$ cat config.mk
export PLATFORM = sky130hd
export DESIGN_NAME = lcd_regif
export DESIGN_NICKNAME = d
export VERILOG_FILES = /design/src/rtl/lcd_regif_pkg.sv /design/src/rtl/lcd_addr_decode.sv /design/src/rtl/lcd_geom.sv /design/src/rtl/lcd_irq_status.sv /design/src/rtl/lcd_regif.sv
export SDC_FILE = /design/constraint.sdc
export NUM_CORES = 1
export LEC_CHECK = 0
export BUFFER_PORTS_ARGS = -buffer_cell sky130_fd_sc_hd__buf_4
export CAP_MARGIN = 20
export CELL_PAD_IN_SITES_DETAIL_PLACEMENT = 0
export CELL_PAD_IN_SITES_GLOBAL_PLACEMENT = 1
export CORE_ASPECT_RATIO = 0.5
export CORE_MARGIN = 8
export CORE_UTILIZATION = 44
export CTS_CLUSTER_DIAMETER = 200
export CTS_CLUSTER_SIZE = 16
export DETAILED_ROUTE_END_ITERATION = 16
export PLACE_DENSITY_LB_ADDON = 0.1
export SLEW_MARGIN = 15
export SYNTH_ARGS = -nofsm -noshare
export SYNTH_HDL_FRONTEND = slang
export SYNTH_HIERARCHICAL = 1
export SYNTH_SLANG_ARGS = --single-unit
$ cat constraint.sdc
create_clock -name clk -period 5.7 [get_ports clk]
set_input_delay 0.285 -clock clk [delete_from_list [all_inputs] [get_ports clk]]
set_output_delay 0.285 -clock clk [all_outputs]
set_load 0.01 [all_outputs]
$ cat src/rtl/lcd_regif_pkg.sv
// Shared types and constants for the LCD register interface.
// Assumes a 4 KB byte-addressed window with word-aligned accesses.
package lcd_regif_pkg;

    localparam int ADDR_W     = 12;
    localparam int PAL_IDX_W  = 7;
    localparam int HFIELD_W   = 6;
    localparam int VFIELD_W   = 10;
    localparam int PIX_W      = HFIELD_W + 1 + 4;
    localparam int LINE_W     = VFIELD_W + 1;

    // control bit positions, decoded by the pixel logic
    localparam int CB_EN   = 0;
    localparam int CB_DLO  = 1;
    localparam int CB_BGR  = 8;
    localparam int CB_BEB  = 9;
    localparam int CB_BEP  = 10;
    localparam int CB_PWR  = 11;

    typedef enum logic [3:0] {
        SEL_NONE, SEL_TIM0, SEL_TIM1, SEL_TIM2, SEL_TIM3,
        SEL_UPB, SEL_LPB, SEL_MASK, SEL_CTRL, SEL_RIS,
        SEL_MIS, SEL_ICR, SEL_UPC, SEL_LPC, SEL_PAL, SEL_ID
    } reg_sel_e;

    // identification byte for word i of the ID area
    function automatic logic [7:0] id_byte(input logic [2:0] i);
        case (i)
            3'd0:    return 8'h10;
            3'd1:    return 8'h11;
            3'd2:    return 8'h04;
            3'd3:    return 8'h00;
            3'd4:    return 8'h0D;
            3'd5:    return 8'hF0;
            3'd6:    return 8'h05;
            default: return 8'hB1;
        endcase
    endfunction

endpackage

$ cat src/rtl/lcd_addr_decode.sv
// Address decoder: maps a byte offset to a register select.
// Assumes the strap is static; it only swaps the mask and control words.
module lcd_addr_decode
    import lcd_regif_pkg::*;
(
    input  logic [ADDR_W-1:0] addr,
    input  logic              swap,
    output reg_sel_e          sel
);

    // pick the register selected by the word offset
    always_comb begin
        sel = SEL_NONE;
        if (addr[ADDR_W-1:9] == 3'b001) begin
            sel = SEL_PAL;
        end else if (addr[ADDR_W-1:5] == 7'h7F) begin
            sel = SEL_ID;
        end else if (addr[ADDR_W-1:6] == '0) begin
            case (addr[5:2])
                4'd0:  sel = SEL_TIM0;
                4'd1:  sel = SEL_TIM1;
                4'd2:  sel = SEL_TIM2;
                4'd3:  sel = SEL_TIM3;
                4'd4:  sel = SEL_UPB;
                4'd5:  sel = SEL_LPB;
                4'd6:  sel = swap ? SEL_CTRL : SEL_MASK;
                4'd7:  sel = swap ? SEL_MASK : SEL_CTRL;
                4'd8:  sel = SEL_RIS;
                4'd9:  sel = SEL_MIS;
                4'd10: sel = SEL_ICR;
                4'd11: sel = SEL_UPC;
                4'd12: sel = SEL_LPC;
                default: sel = SEL_NONE;
            endcase
        end
    end

endmodule

$ cat src/rtl/lcd_geom.sv
// Geometry decoder: derives pixels per line and lines per frame
// from the packed timing fields. Purely combinational.
module lcd_geom
    import lcd_regif_pkg::*;
#(
    parameter int DATA_W = 32
)(
    input  logic [DATA_W-1:0] tim0,
    input  logic [DATA_W-1:0] tim1,
    output logic [PIX_W-1:0]  line_pixels,
    output logic [LINE_W-1:0] frame_lines
);

    logic [HFIELD_W:0] hcount;

    // line length is 16 pixels per unit of the horizontal field
    always_comb begin
        hcount      = {1'b0, tim0[HFIELD_W+1:2]} + 1'b1;
        line_pixels = {hcount, 4'b0000};
        frame_lines = {1'b0, tim1[VFIELD_W-1:0]} + 1'b1;
    end

endmodule

$ cat src/rtl/lcd_irq_status.sv
// Interrupt status: raw bits set by event pulses, cleared by
// write-one-to-clear; a set in the same cycle wins.
module lcd_irq_status #(
    parameter int NUM_IRQ = 5
)(
    input  logic               clk,
    input  logic               rst_n,
    input  logic [NUM_IRQ-1:0] evt_set,
    input  logic               clr_we,
    input  logic [NUM_IRQ-1:0] clr_bits,
    input  logic [NUM_IRQ-1:0] mask,
    output logic [NUM_IRQ-1:0] ris,
    output logic               irq
);

    logic [NUM_IRQ-1:0] clr_eff;

    // gate the clear pattern with its strobe
    always_comb clr_eff = clr_we ? clr_bits : '0;

    // raw status register
    always_ff @(posedge clk) begin
        if (!rst_n) ris <= '0;
        else        ris <= (ris & ~clr_eff) | evt_set;
    end

    // interrupt line from masked status
    always_comb irq = |(ris & mask);

endmodule

$ cat src/rtl/lcd_regif.sv
// LCD controller register interface (top). Holds timing, base, control
// and mask words, serves ID bytes, forwards palette accesses and drives
// geometry and mode flags to the pixel logic.
// Assumes single-cycle bus accesses and a same-cycle palette read port.
module lcd_regif
    import lcd_regif_pkg::*;
#(
    parameter int DATA_W  = 32,
    parameter int NUM_IRQ = 5
)(
    input  logic                 clk,
    input  logic                 rst_n,
    input  logic                 variant_swap,
    input  logic                 bus_valid,
    input  logic                 bus_write,
    input  logic [ADDR_W-1:0]    bus_addr,
    input  logic [DATA_W-1:0]    bus_wdata,
    output logic [DATA_W-1:0]    bus_rdata,
    input  logic [NUM_IRQ-1:0]   evt_set,
    output logic                 irq,
    output logic                 pal_req,
    output logic                 pal_we,
    output logic [PAL_IDX_W-1:0] pal_idx,
    output logic [DATA_W-1:0]    pal_wdata,
    input  logic [DATA_W-1:0]    pal_rdata,
    output logic                 disp_en,
    output logic [2:0]           color_depth,
    output logic                 bgr_order,
    output logic                 be_byte,
    output logic                 be_pixel,
    output logic [PIX_W-1:0]     line_pixels,
    output logic [LINE_W-1:0]    frame_lines,
    output logic                 geom_pulse
);

    localparam int NUM_TIM = 4;

    reg_sel_e            sel;
    logic                wr, rd;
    logic                tim_hit;
    logic [DATA_W-1:0]   tim_q [NUM_TIM];
    logic [DATA_W-1:0]   upb_q, lpb_q, ctrl_q;
    logic [NUM_IRQ-1:0]  mask_q;
    logic [NUM_IRQ-1:0]  ris_w;
    logic [DATA_W-1:0]   rd_next;
    logic                geom_q;

    lcd_addr_decode u_dec (
        .addr (bus_addr),
        .swap (variant_swap),
        .sel  (sel)
    );

    // access strobes
    always_comb begin
        wr      = bus_valid &&  bus_write;
        rd      = bus_valid && !bus_write;
        tim_hit = wr && (sel == SEL_TIM0 || sel == SEL_TIM1 ||
                         sel == SEL_TIM2 || sel == SEL_TIM3);
    end

    // one register per timing word
    for (genvar g = 0; g < NUM_TIM; g++) begin : g_tim
        always_ff @(posedge clk) begin
            if (!rst_n)                                  tim_q[g] <= '0;
            else if (tim_hit && bus_addr[3:2] == 2'(g))  tim_q[g] <= bus_wdata;
        end
    end

    // base, control and mask registers
    always_ff @(posedge clk) begin
        if (!rst_n) begin
            upb_q  <= '0;
            lpb_q  <= '0;
            ctrl_q <= '0;
            mask_q <= '0;
        end else if (wr) begin
            case (sel)
                SEL_UPB:  upb_q  <= bus_wdata;
                SEL_LPB:  lpb_q  <= bus_wdata;
                SEL_CTRL: ctrl_q <= bus_wdata;
                SEL_MASK: mask_q <= bus_wdata[NUM_IRQ-1:0];
                default:  ;
            endcase
        end
    end

    // geometry-changed pulse
    always_ff @(posedge clk) begin
        if (!rst_n) geom_q <= 1'b0;
        else        geom_q <= wr && (sel == SEL_TIM0 || sel == SEL_TIM1);
    end

    lcd_irq_status #(.NUM_IRQ(NUM_IRQ)) u_irq (
        .clk      (clk),
        .rst_n    (rst_n),
        .evt_set  (evt_set),
        .clr_we   (wr && sel == SEL_ICR),
        .clr_bits (bus_wdata[NUM_IRQ-1:0]),
        .mask     (mask_q),
        .ris      (ris_w),
        .irq      (irq)
    );

    lcd_geom #(.DATA_W(DATA_W)) u_geom (
        .tim0        (tim_q[0]),
        .tim1        (tim_q[1]),
        .line_pixels (line_pixels),
        .frame_lines (frame_lines)
    );

    // read multiplexer
    always_comb begin
        case (sel)
            SEL_TIM0: rd_next = tim_q[0];
            SEL_TIM1: rd_next = tim_q[1];
            SEL_TIM2: rd_next = tim_q[2];
            SEL_TIM3: rd_next = tim_q[3];
            SEL_UPB,
            SEL_UPC:  rd_next = upb_q;
            SEL_LPB,
            SEL_LPC:  rd_next = lpb_q;
            SEL_CTRL: rd_next = ctrl_q;
            SEL_MASK: rd_next = DATA_W'(mask_q);
            SEL_RIS:  rd_next = DATA_W'(ris_w);
            SEL_MIS:  rd_next = DATA_W'(ris_w & mask_q);
            SEL_PAL:  rd_next = pal_rdata;
            SEL_ID:   rd_next = DATA_W'(id_byte(bus_addr[4:2]));
            default:  rd_next = '0;
        endcase
    end

    // registered read data, held between reads
    always_ff @(posedge clk) begin
        if (!rst_n)  bus_rdata <= '0;
        else if (rd) bus_rdata <= rd_next;
    end

    // palette port forwarding
    always_comb begin
        pal_req   = bus_valid && sel == SEL_PAL;
        pal_we    = bus_write;
        pal_idx   = bus_addr[8:2];
        pal_wdata = bus_wdata;
    end

    // mode flags to the pixel logic
    always_comb begin
        disp_en     = ctrl_q[CB_EN] && ctrl_q[CB_PWR];
        color_depth = ctrl_q[CB_DLO+2:CB_DLO];
        bgr_order   = ctrl_q[CB_BGR];
        be_byte     = ctrl_q[CB_BEB];
        be_pixel    = ctrl_q[CB_BEP];
        geom_pulse  = geom_q;
    end

endmodule

# Yosys cells after proc, flatten, opt, wreduce, memory -nomap -nowiden
# Memories as Yosys holds them, arrays and structs flattened.
# Cells that the tools add are included.
# Widths: inputs -> output; s select.
[classes]
n_mux = 26
bitwise_logic = 9
n_eq_ne = 38
n_reduce_logical = 26
addsub = 2
[op_table]
columns = ["cell", "n"]
rows = [
  ["$pmux 32 s12", 1],
  ["$mux 32", 4],
  ["$pmux 8 s7", 1],
  ["$eq 4x4->1 const B", 13],
  ["$pmux 4 s13", 1],
  ["$eq 4x3->1 const B", 8],
  ["$mux 4", 5],
  ["$eq 4x2->1 const B", 4],
  ["$and 5x5->5", 3],
  ["$mux 1", 13],
  ["$add 10x1->11 const B", 1],
  ["$logic_and 1x1->1", 11],
  ["$eq 3x3->1 const B", 3],
  ["$eq 4x1->1 const B", 2],
  ["$reduce_and 2->1", 4],
  ["$add 6x1->7 const B", 1],
  ["$eq 7x7->1 const B", 1],
  ["$eq 3x1->1 const B", 2],
  ["$eq 3x2->1 const B", 2],
  ["$logic_not 6->1", 1],
  ["$mux 5", 1],
  ["$not 5->5", 1],
  ["$or 5x5->5", 1],
  ["$reduce_or 5->1", 1],
  ["other kinds (9)", 16],
]
[totals]
inputBits = 86
reg_bits = 139
mem_bits_rw = 128
memories = 1
output_inout_bits = 104
[memory_table]
columns = ["name", "depth", "word_bits", "read_ports", "rd_clocked_by_memory_dff", "wr", "line_no", "text"]
rows = [
  ["tim_q", 4, 32, 4, 0, 4, "lcd_regif.sv:41", "logic [DATA_W-1:0] tim_q [NUM_TIM];"],
]

# Longest topological paths before layout
# Gate-level depths: netlist of run 1.
[logic_depth]
ltp_word = 15
mapped_depth = 13
depth_no_buf = 9

# Hierarchy
# The synthesis of run 1 kept the hierarchy.
[by_module_without_submodules]
columns = ["mod", "cells_per_inst", "seq_area_each_um2", "area_each_um2", "instances"]
rows = [
  ["lcd_regif", 1195, 6526.3, 11926.4, 1],
  ["lcd_geom", 38, 0.0, 272.8, 1],
  ["lcd_irq_status", 18, 100.1, 196.4, 1],
  ["lcd_addr_decode", 31, 0.0, 180.2, 1],
]

# Least setup slack after synthesis of run 1
# OpenSTA, ideal clock, no wires.
[synth_path]
path_type = "input -> register"
start = "in bus_addr[2]"
end = "mem tim_q[0][0], enable pin"
path_buffers = 4
path_stages = 9
slack_ns = 1.013
t_required_ns = 5.230
arrival_ns = 4.217
path_cell_list = "buf_4 > xor2_1 > a31oi_1 > o21ai_0 > buf_2 > buf_2 > clkbuf_1 > or3_1 > o31ai_1"
[synth_lines]
columns = ["item", "line_no", "text"]
rows = [
  ["from (decl)", "lcd_regif.sv:16", "input logic [ADDR_W-1:0] bus_addr,"],
  ["to (decl)", "lcd_regif.sv:41", ""],
]

# Final worst setup path of run 1
[layout_path]
start = "in bus_addr[11]"
end = "reg bus_rdata[11]"
[layout_via]
elab_chain_len = 7
word_cells_on_any_way = 23
cone_classes = "16 x eq/ne; 4 x mux; 3 x reduce/logical"
[layout_rtl]
columns = ["item", "line_no", "text"]
rows = [
  ["$logic_not 6->1", "lcd_addr_decode.sv:18", "end else if (addr[ADDR_W-1:6] == '0) begin"],
  ["$mux 4", "lcd_addr_decode.sv:18", ""],
  ["$mux 4", "lcd_addr_decode.sv:16", "end else if (addr[ADDR_W-1:5] == 7'h7F) begin"],
  ["$mux 4 *", "lcd_addr_decode.sv:14", "if (addr[ADDR_W-1:9] == 3'b001) begin"],
  ["net sel[2]", "lcd_regif.sv:38", "reg_sel_e sel;"],
  ["$eq 4x3->1 or $eq 4x4->1 (tied branches)", "lcd_regif.sv:114", "case (sel)"],
  ["$reduce_or 2->1", "lcd_regif.sv:114", ""],
  ["$pmux 32 s12 *", "lcd_regif.sv:114", ""],
  ["to (signal assigned)", "lcd_regif.sv:136", "else if (rd) bus_rdata <= rd_next;"],
  ["to (decl)", "lcd_regif.sv:18", "output logic [DATA_W-1:0] bus_rdata,"],
]
# The timed path passes the listed nets; every way through them passes the cells marked *.
# A chain may end at the register's enable or synchronous reset.

==> impl_results.md, run 1 <==
- Run status: completed
- Kind of critical path: in -> reg
- Clock slew at reported path FFs: roughly 0.07 ns
- NumNets Final: between 1k and 1.5k
- Max Buffers Root-to-Sink: 3
- Worst-Margin Slew: between 1 and 1.5 ns
- Post-synthesis mux area share: under 10%
- Layout cell share with drive strength beyond 1: 19.23%
- Post-synth EDFFs: between 100 and 150
- Startpoint class of the critical path: input port
- Total Neg Setup Slack: 0 ns
- Initial drt markers: 1,003
- Clock Skew: 0.01451 ns
- Die height: 135.5 um
- Worst Path Buf+Inv: 2
- Drt pass-1 iters: 6
- ANT cells: 0
- Number of global-route vias before repair: 10.31k
- Commonest non-fill, non-tap cell in the layout: nand2_1
- Post-synth cell types: 65
- Slowest stage delay, CP: about 0.75 ns
- RD Place Congestion: 0.8542
- Clock root buffer: clkbuf_16
- FFs w/ async S/R, synth: 0%
- Post-CTS Resized: 0
- Layout fillers: around 2.6k
- CP most frequent cell: buf_4
- Largest net degree at the start of global routing: 82
- Util after Layout: a little over half
- Post-synthesis sequential area ratio: 52.69%
- Drt total wl: 44,720 um
- Gr ovfl total: 0
- Top cell type's share of synthesized area: a little under a third
- Die area: between 0.03 and 0.04 mm^2
- Synthesized area: 0.01258 mm^2
- Hpwl dp: between 20,000 and 30,000 um
- RSZ-0062 raised after global routing: false
- Pwr dens: 261.8 mW/mm^2
- CTS tree: yes
- Family with the most delay on the worst path: compound AO/OA/AOI/OAI gates
- Min Tclk post-route: 3.526 ns
- Area Growth Syn to Fin: 16.89%
- Maximum clock rate: 0.2836 GHz
- All-Layer GR Usage: between 20% and 30%
- Slew Viols, Final: 0
- Worst setup path start: bus_addr[11]
- Post-synth top area cell: edfxtp_1
- Initial core utilization: 45.04%
- DIE WIDTH: between 200 and 300 um
- Synthesis Warnings: 6
- Max cap viols: 0
- Worst-path cell chain: buf_4 > nor2_1 > o2111ai_2 > o21ai_2 > nor2b_1 > a211oi_1 > and2_1 > buf_4 > a32oi_1 > o21ai_0
- Worst Path Max Fanout: 14
- Core area: roughly 0.028 mm^2
- Initial antenna violation count: 1
- CP arrival: approximately 4 ns
- Syn avg cell area: 9.810 um^2
- WL/cell: 25.11 um
- Post-synthesis xor/xnor area fraction: 1.184%
- Final setup vio count: 0
- Synth Area in Compound Gates: roughly a fifth
- CP endpoint kind: register
- Sink Count: approximately 270
- Hold Vio Cnt, Final: 0
- Relative slew slack: between 20 and 25%
- RR Startpoint: tim_q[1][0]$_SDFFCE_PN0P_
- Worst-Skew Late Latency: 0.53 ns
- Post-CTS setup buffer count: 0
- Hold Crit Start: bus_wdata[10]
- Htree depth: 1
- Worst EP required: 6.14 ns
- Synth Area in Simple Gates: 19.66%
- Final ANT Viol Nets: 0
- Main combinational cell family by area after synthesis: simple AND/OR/NAND/NOR gates
- IO Pins: 190
- PortBufs: 183
- Ranking of synthesized cells by area: edfxtp_1 (31%), dfxtp_1 (22%), nand2_1 (7.4%)
- Main synth FF type: dfxtp_1
- Via density per instance: 5.864
- Row cnt: 43
- CTS Hold Bufs: 5
- Slowest CP cell: o21ai_2
- Commonest cells after routing, fill and taps aside: nand2_1 (249), buf_4 (212), dfxtp_1 (139)
- LEAKAGE: ~5.2 nW
- Total CTS buffers: 20
- Hold Crit Class: in -> reg
- DRC Markers: 0
- Vias after detailed routing: 10.44k
- First-pass GRT wire length: around 66,000 um
- FF+latch count, synth: 267
- Synth Instances: 1,282
- Final period utilization: between 60% and 70%
- Synth Area in Adders: less than 1%
- VDD IR max: 186.7 uV
-- cell families (layout without fill, tap and decap cells) --
family,after synthesis,after routing
XOR/XNOR,17,17
flip-flops,267,267
other,1,4
buffers and inverters,145,259
adder cells (fa/ha/maj),2,2
AO/OA/AOI/OAI,327,327
AND/OR/NAND/NOR,504,504
multiplexers,19,19
-- layer usage --
metal  GRT usage, %  wire length (um)
met5              0                 0
met4          5.914               923
met3          4.462              3997
met2          40.70             20530
met1          35.18             19270
-- final cells by class --
cell class | count | area, um^2 | area share (%)
Multi-Input combinational cell | 873 | 5336 | 36.30
Tap cell | 382 | 478.0 | 3.251
Clock inverter | 2 | 23.77 | 0.1617
Clock buffer | 33 | 549.3 | 3.737
Inverter | 5 | 18.77 | 0.1277
Sequential cell | 267 | 6626 | 45.08
Timing Repair Buffer | 219 | 1668 | 11.35
-- worst paths after layout --
path,to,slack [ns],depth (start not counted)
worst max-delay path,bus_rdata[11]$_SDFFE_PN0P_,2.17,10
worst min-delay path,ctrl_q[10]$_SDFFE_PN0P_,0.04,3
worst max register to register,bus_rdata[0]$_SDFFE_PN0P_,4.18,4
worst min register to register,ctrl_q[24]$_SDFFE_PN0P_,0.46,2
-- power breakdown --
group / total (mW) / internal (mW) / switching, mW / leakage, nW
combinational: 0.390 / 0.147 / 0.243 / 2.62
sequential: 2.10 / 2.07 / 0.0304 / 2.34
clock: 1.36 / 0.666 / 0.695 / 0.269
-- flip-flops by register name, indices dropped and copies added (netlist names) --
| signal | cells |
|---|---|
| tim_q | 128 |
| bus_rdata | 32 |
| ctrl_q | 32 |
| lpb_q | 32 |
| upb_q | 32 |
| mask_q | 5 |
| u_irq/ris | 5 |
| geom_pulse | 1 |
-- synth_stat cells, types with 3 or more instances --
master	instances
a211oi_1	11
o31ai_1	3
a22oi_1	67
a21oi_1	50
nand2b_1	11
xor2_1	4
o2bb2ai_1	5
nor2b_1	12
or3_1	3
edfxtp_1	128
a31oi_1	3
clkbuf_1	70
buf_4	48
xnor2_1	13
dfxtp_1	139
a21boi_1	14
nor3_1	5
a22o_1	33
nand3b_1	4
nand3_1	12
o21a_1	5
mux2i_1	18
a21boi_0	56
nor2_1	31
a221oi_1	8
o21ai_0	24
nand2_1	249
inv_1	5
o22ai_1	10
and3_1	4
o22a_1	10
buf_1	6
a32oi_1	7
nand4_1	22
buf_2	16
and2_1	136
-- stage by stage --
step	instance area (um^2)	worst slack [ns]	cells	power, mW	hold slack [ns]
floorplan	12590	1.013	1285	2.323	0.4026
global placement	14040	1.785	1737	2.516	0.4412
detailed placement	14070	1.735	1740	2.524	0.4463
CTS	14690	2.287	1780	3.857	0.02499
global route	14700	2.085	1781	3.963	0.03721
finish	14700	2.174	1781	3.848	0.04153
-- worst min-delay path, cell delays in order --
cell	delay (ns)
buf_4	0.14
nand2_1	0.05
a21oi_1	0.05
No activity file was read; power rests on OpenSTA's default activity.
==> run 2, diff against run 1 <==
- ABC_AREA: unset -> 1
- CORE_UTILIZATION: 44 -> 42
- clock period: 5.7 -> 3.7 ns (I/O delays scaled with it)
==> run 2 against run 1 <==
Effect of this change: routed wire length is 8.6% lower; sequential power is 54% higher; clock-buffer cell count is 1 higher; utilization decreased by 1.5 points; area after synthesis shrank 0.41%; synthesized cell count grew 25%; die area is 3.9% higher; cell count increased by 21%; sequential share of layout area down 0.68 points; worst setup slack got worse by 0.86 ns; via count rose by 5.7%; register-to-register slack worse by 1.8 ns.
==> impl_results.md, run 2 <==
- Dpl ws: 0.9199 ns
- Initial drt markers: 915
- WL/cell: 18.98 um
- Clock root buffer: clkbuf_16
- Final setup vio count: 0
- Slew Viols, Final: 0
- Kind of critical path: in -> reg
- Post-synth EDFFs: approximately 130
- Hold Crit Class: in -> reg
- Htree depth: 1
- Relative slew slack: 36.53%
- DRC Markers: 0
- Via density per instance: 5.127
- RD Place Congestion: 0.8334
- NumNets Final: 1,837
- Worst Path Max Fanout: 25
- Clock slew at reported path FFs: 0.08 ns
- Post-CTS Resized: 0
- Util after Layout: 51.15%
- Worst-Skew Late Latency: ~0.52 ns
- Initial antenna violation count: 0
- Total CTS buffers: 20
- Flop pwr share: a little over half
- Post-synthesis sequential area ratio: between 50% and 60%
- Clk pwr share: a little over a third
- Final ANT Viol Nets: 0
- First-pass GRT wire length: around 62,000 um
- Sink Count: 267
- Commonest cells after routing, fill and taps aside: nand2_1 (470), buf_4 (207), nor2_1 (179)
- CP arrival: ~2.8 ns
- Hold Vio Cnt, Final: 0
- Layout fillers: ~2.9k
- Slowest stage delay, CP: approximately 0.34 ns
- VDD IR max: 288.6 uV
- Slowest CP cell: nand2_1
- Worst-path cell chain: buf_4 > nor2_1 > nand3b_1 > nand3_1 > nand2_1 > nand2_1 > inv_1 > nand2_1 > nor2_2 > inv_2 > o21ai_2 > nand2_2 > nor3_2 > nand2_1 > buf_12 > nor2_1
- Largest net degree at the start of global routing: 81
- Worst EP required: about 4 ns
- Maximum clock rate: 0.4195 GHz
- Initial core utilization: 42.92%
- Drt total wl: 40,870 um
- Worst-Margin Slew: 0.9510 ns
- CP most frequent cell: nand2_1
- Drt pass-1 iters: 5
- Most flops, register: tim_q
- FFs w/ async S/R, synth: 0%
- Pint: between 4 and 5 mW
- Gr ovfl total: 0
- Post-synth top area cell: edfxtp_1
- Number of global-route vias before repair: 10.60k
- DIE WIDTH: 260.2 um
- Worst Path Buf+Inv: 4
- Family with the most delay on the worst path: simple AND/OR/NAND/NOR gates
- Max cap viols: 0
- CP endpoint kind: register
- Net Sw Power: 1.462 mW
- Top cell type's share of synthesized area: 30.69%
- ANT cells: 0
- Syn avg cell area: 7.803 um^2
- Max Buffers Root-to-Sink: 3
- FF+latch count, synth: 267
- All-Layer GR Usage: 21.84%
- Min Tclk post-route: 2.384 ns
- Die height: 138.1 um
- PortBufs: 183
- IO Pins: 190
- Row cnt: 44
- CTS tree: yes
- CTS Hold Bufs: 32
- Startpoint class of the critical path: input port
- Synthesized area: about 0.013 mm^2
- Post-CTS setup buffer count: 0
- Vias after detailed routing: 11.04k
- Pwr dens: 394.6 mW/mm^2
- Area Growth Syn to Fin: 19.17%
- RSZ-0062 raised after global routing: false
- Top post-synthesis cells by count: nand2_1 (470), nor2_1 (184), a21oi_1 (153)
- Largest register FFs: 128
- Post-synth cell types: 35
- Crit path setup slack, layout: 1.316 ns
- Main synth FF type: dfxtp_1
- Run status: completed
- LEAKAGE: about 6.2 nW
- Synth Instances: 1,605
- Layout cell share with drive strength beyond 1: approximately 15%
- Final period utilization: about 64%
- Ranking of synthesized cells by area: edfxtp_1 (31%), dfxtp_1 (22%), nand2_1 (14%)
- Hpwl dp: ~26,000 um
- Synthesis Warnings: 6
- Most common cell in the synthesized netlist: nand2_1
- Combinational power share: 9.6%
- Core area: roughly 0.03 mm^2
- Die area: about 0.036 mm^2
- Clock Skew: 0.01268 ns
- Commonest non-fill, non-tap cell in the layout: nand2_1
- Sw frac: 24.82%
[run 2: cells by family (layout without fill, tap and decap cells)]
logic type / count (synthesis) / in the layout / share of synthesized area [%]
xor+xnor: 9 / 9 / 0.6294
fa+ha+maj: 2 / 2 / 0.1998
buf+inv: 280 / 435 / 10.15
simple gates: 797 / 797 / 26.02
compound gates: 249 / 249 / 10.06
other cells: 1 / 4 / 0.02994
flops: 267 / 267 / 52.91
[run 2: cell type report]
cell class	count	area [um^2]	share of cell area, %
Clock buffer	34	553.0	3.705
Clock inverter	2	22.52	0.1509
Inverter	156	585.6	3.923
Multi-Input combinational cell	1061	4695	31.45
Sequential cell	267	6626	44.40
Tap cell	391	489.2	3.278
Timing Repair Buffer	243	1954	13.09
[run 2: layer usage]
| metal | part of all wire (%) | vias up | GRT usage (%) |
|---|---|---|---|
| li1 | - | 5393 | - |
| met1 | 44 | 5225 | 29.19 |
| met2 | 48 | 380 | 37.12 |
| met3 | 6.8 | 45 | 3.397 |
| met4 | 1.6 | 0 | 4.490 |
| met5 | 0 | - | 0 |
[run 2: path summary, 6_finish.rpt]
path	slack, ns	endpoint	depth (start not counted)	from
setup / recovery	1.32	tim_q[3][30]$_SDFFCE_PN0P_	16	bus_addr[2]
hold / removal	0.02	upb_q[6]$_SDFFE_PN0P_	3	bus_wdata[6]
setup reg to reg	2.40	bus_rdata[4]$_SDFFE_PN0P_	8	tim_q[0][4]$_SDFFCE_PN0P_
hold reg to reg	0.45	lpb_q[10]$_SDFFE_PN0P_	2	lpb_q[10]$_SDFFE_PN0P_
[run 2: through the flow]
step                      cells  hold WS, ns  instance area (um^2)  setup TNS, ns  power (mW)
after global placement     2086       0.4324                 14030              0       3.832
after floorplan            1608       0.3190                 12540         -24.04       3.570
after global routing       2154      0.01380                 14930              0       6.097
after detailed placement   2086       0.4366                 14030              0       3.843
final                      2154      0.01523                 14930              0       5.889
after CTS                  2154    0.0008974                 14930              0       5.930
[run 2: power by group through the flow]
stage | sequential (mW) | clock [mW] | combinational (mW)
after floorplan | 3.29 | 0 | 0.276
after CTS | 3.23 | 2.13 | 0.571
after global routing | 3.24 | 2.24 | 0.617
after detailed placement | 3.30 | 0 | 0.543
after global placement | 3.30 | 0 | 0.535
final | 3.23 | 2.09 | 0.566
[run 2: worst register-to-register path, cell delays in order (launching register included)]
cell and delay (ns):
edfxtp_1 0.51, nand3_1 0.14, nand2_1 0.06, inv_1 0.05, nand2_1 0.06, nor2_1 0.13, nand2_1 0.09, nand2_1 0.06
a21oi_1 0.05
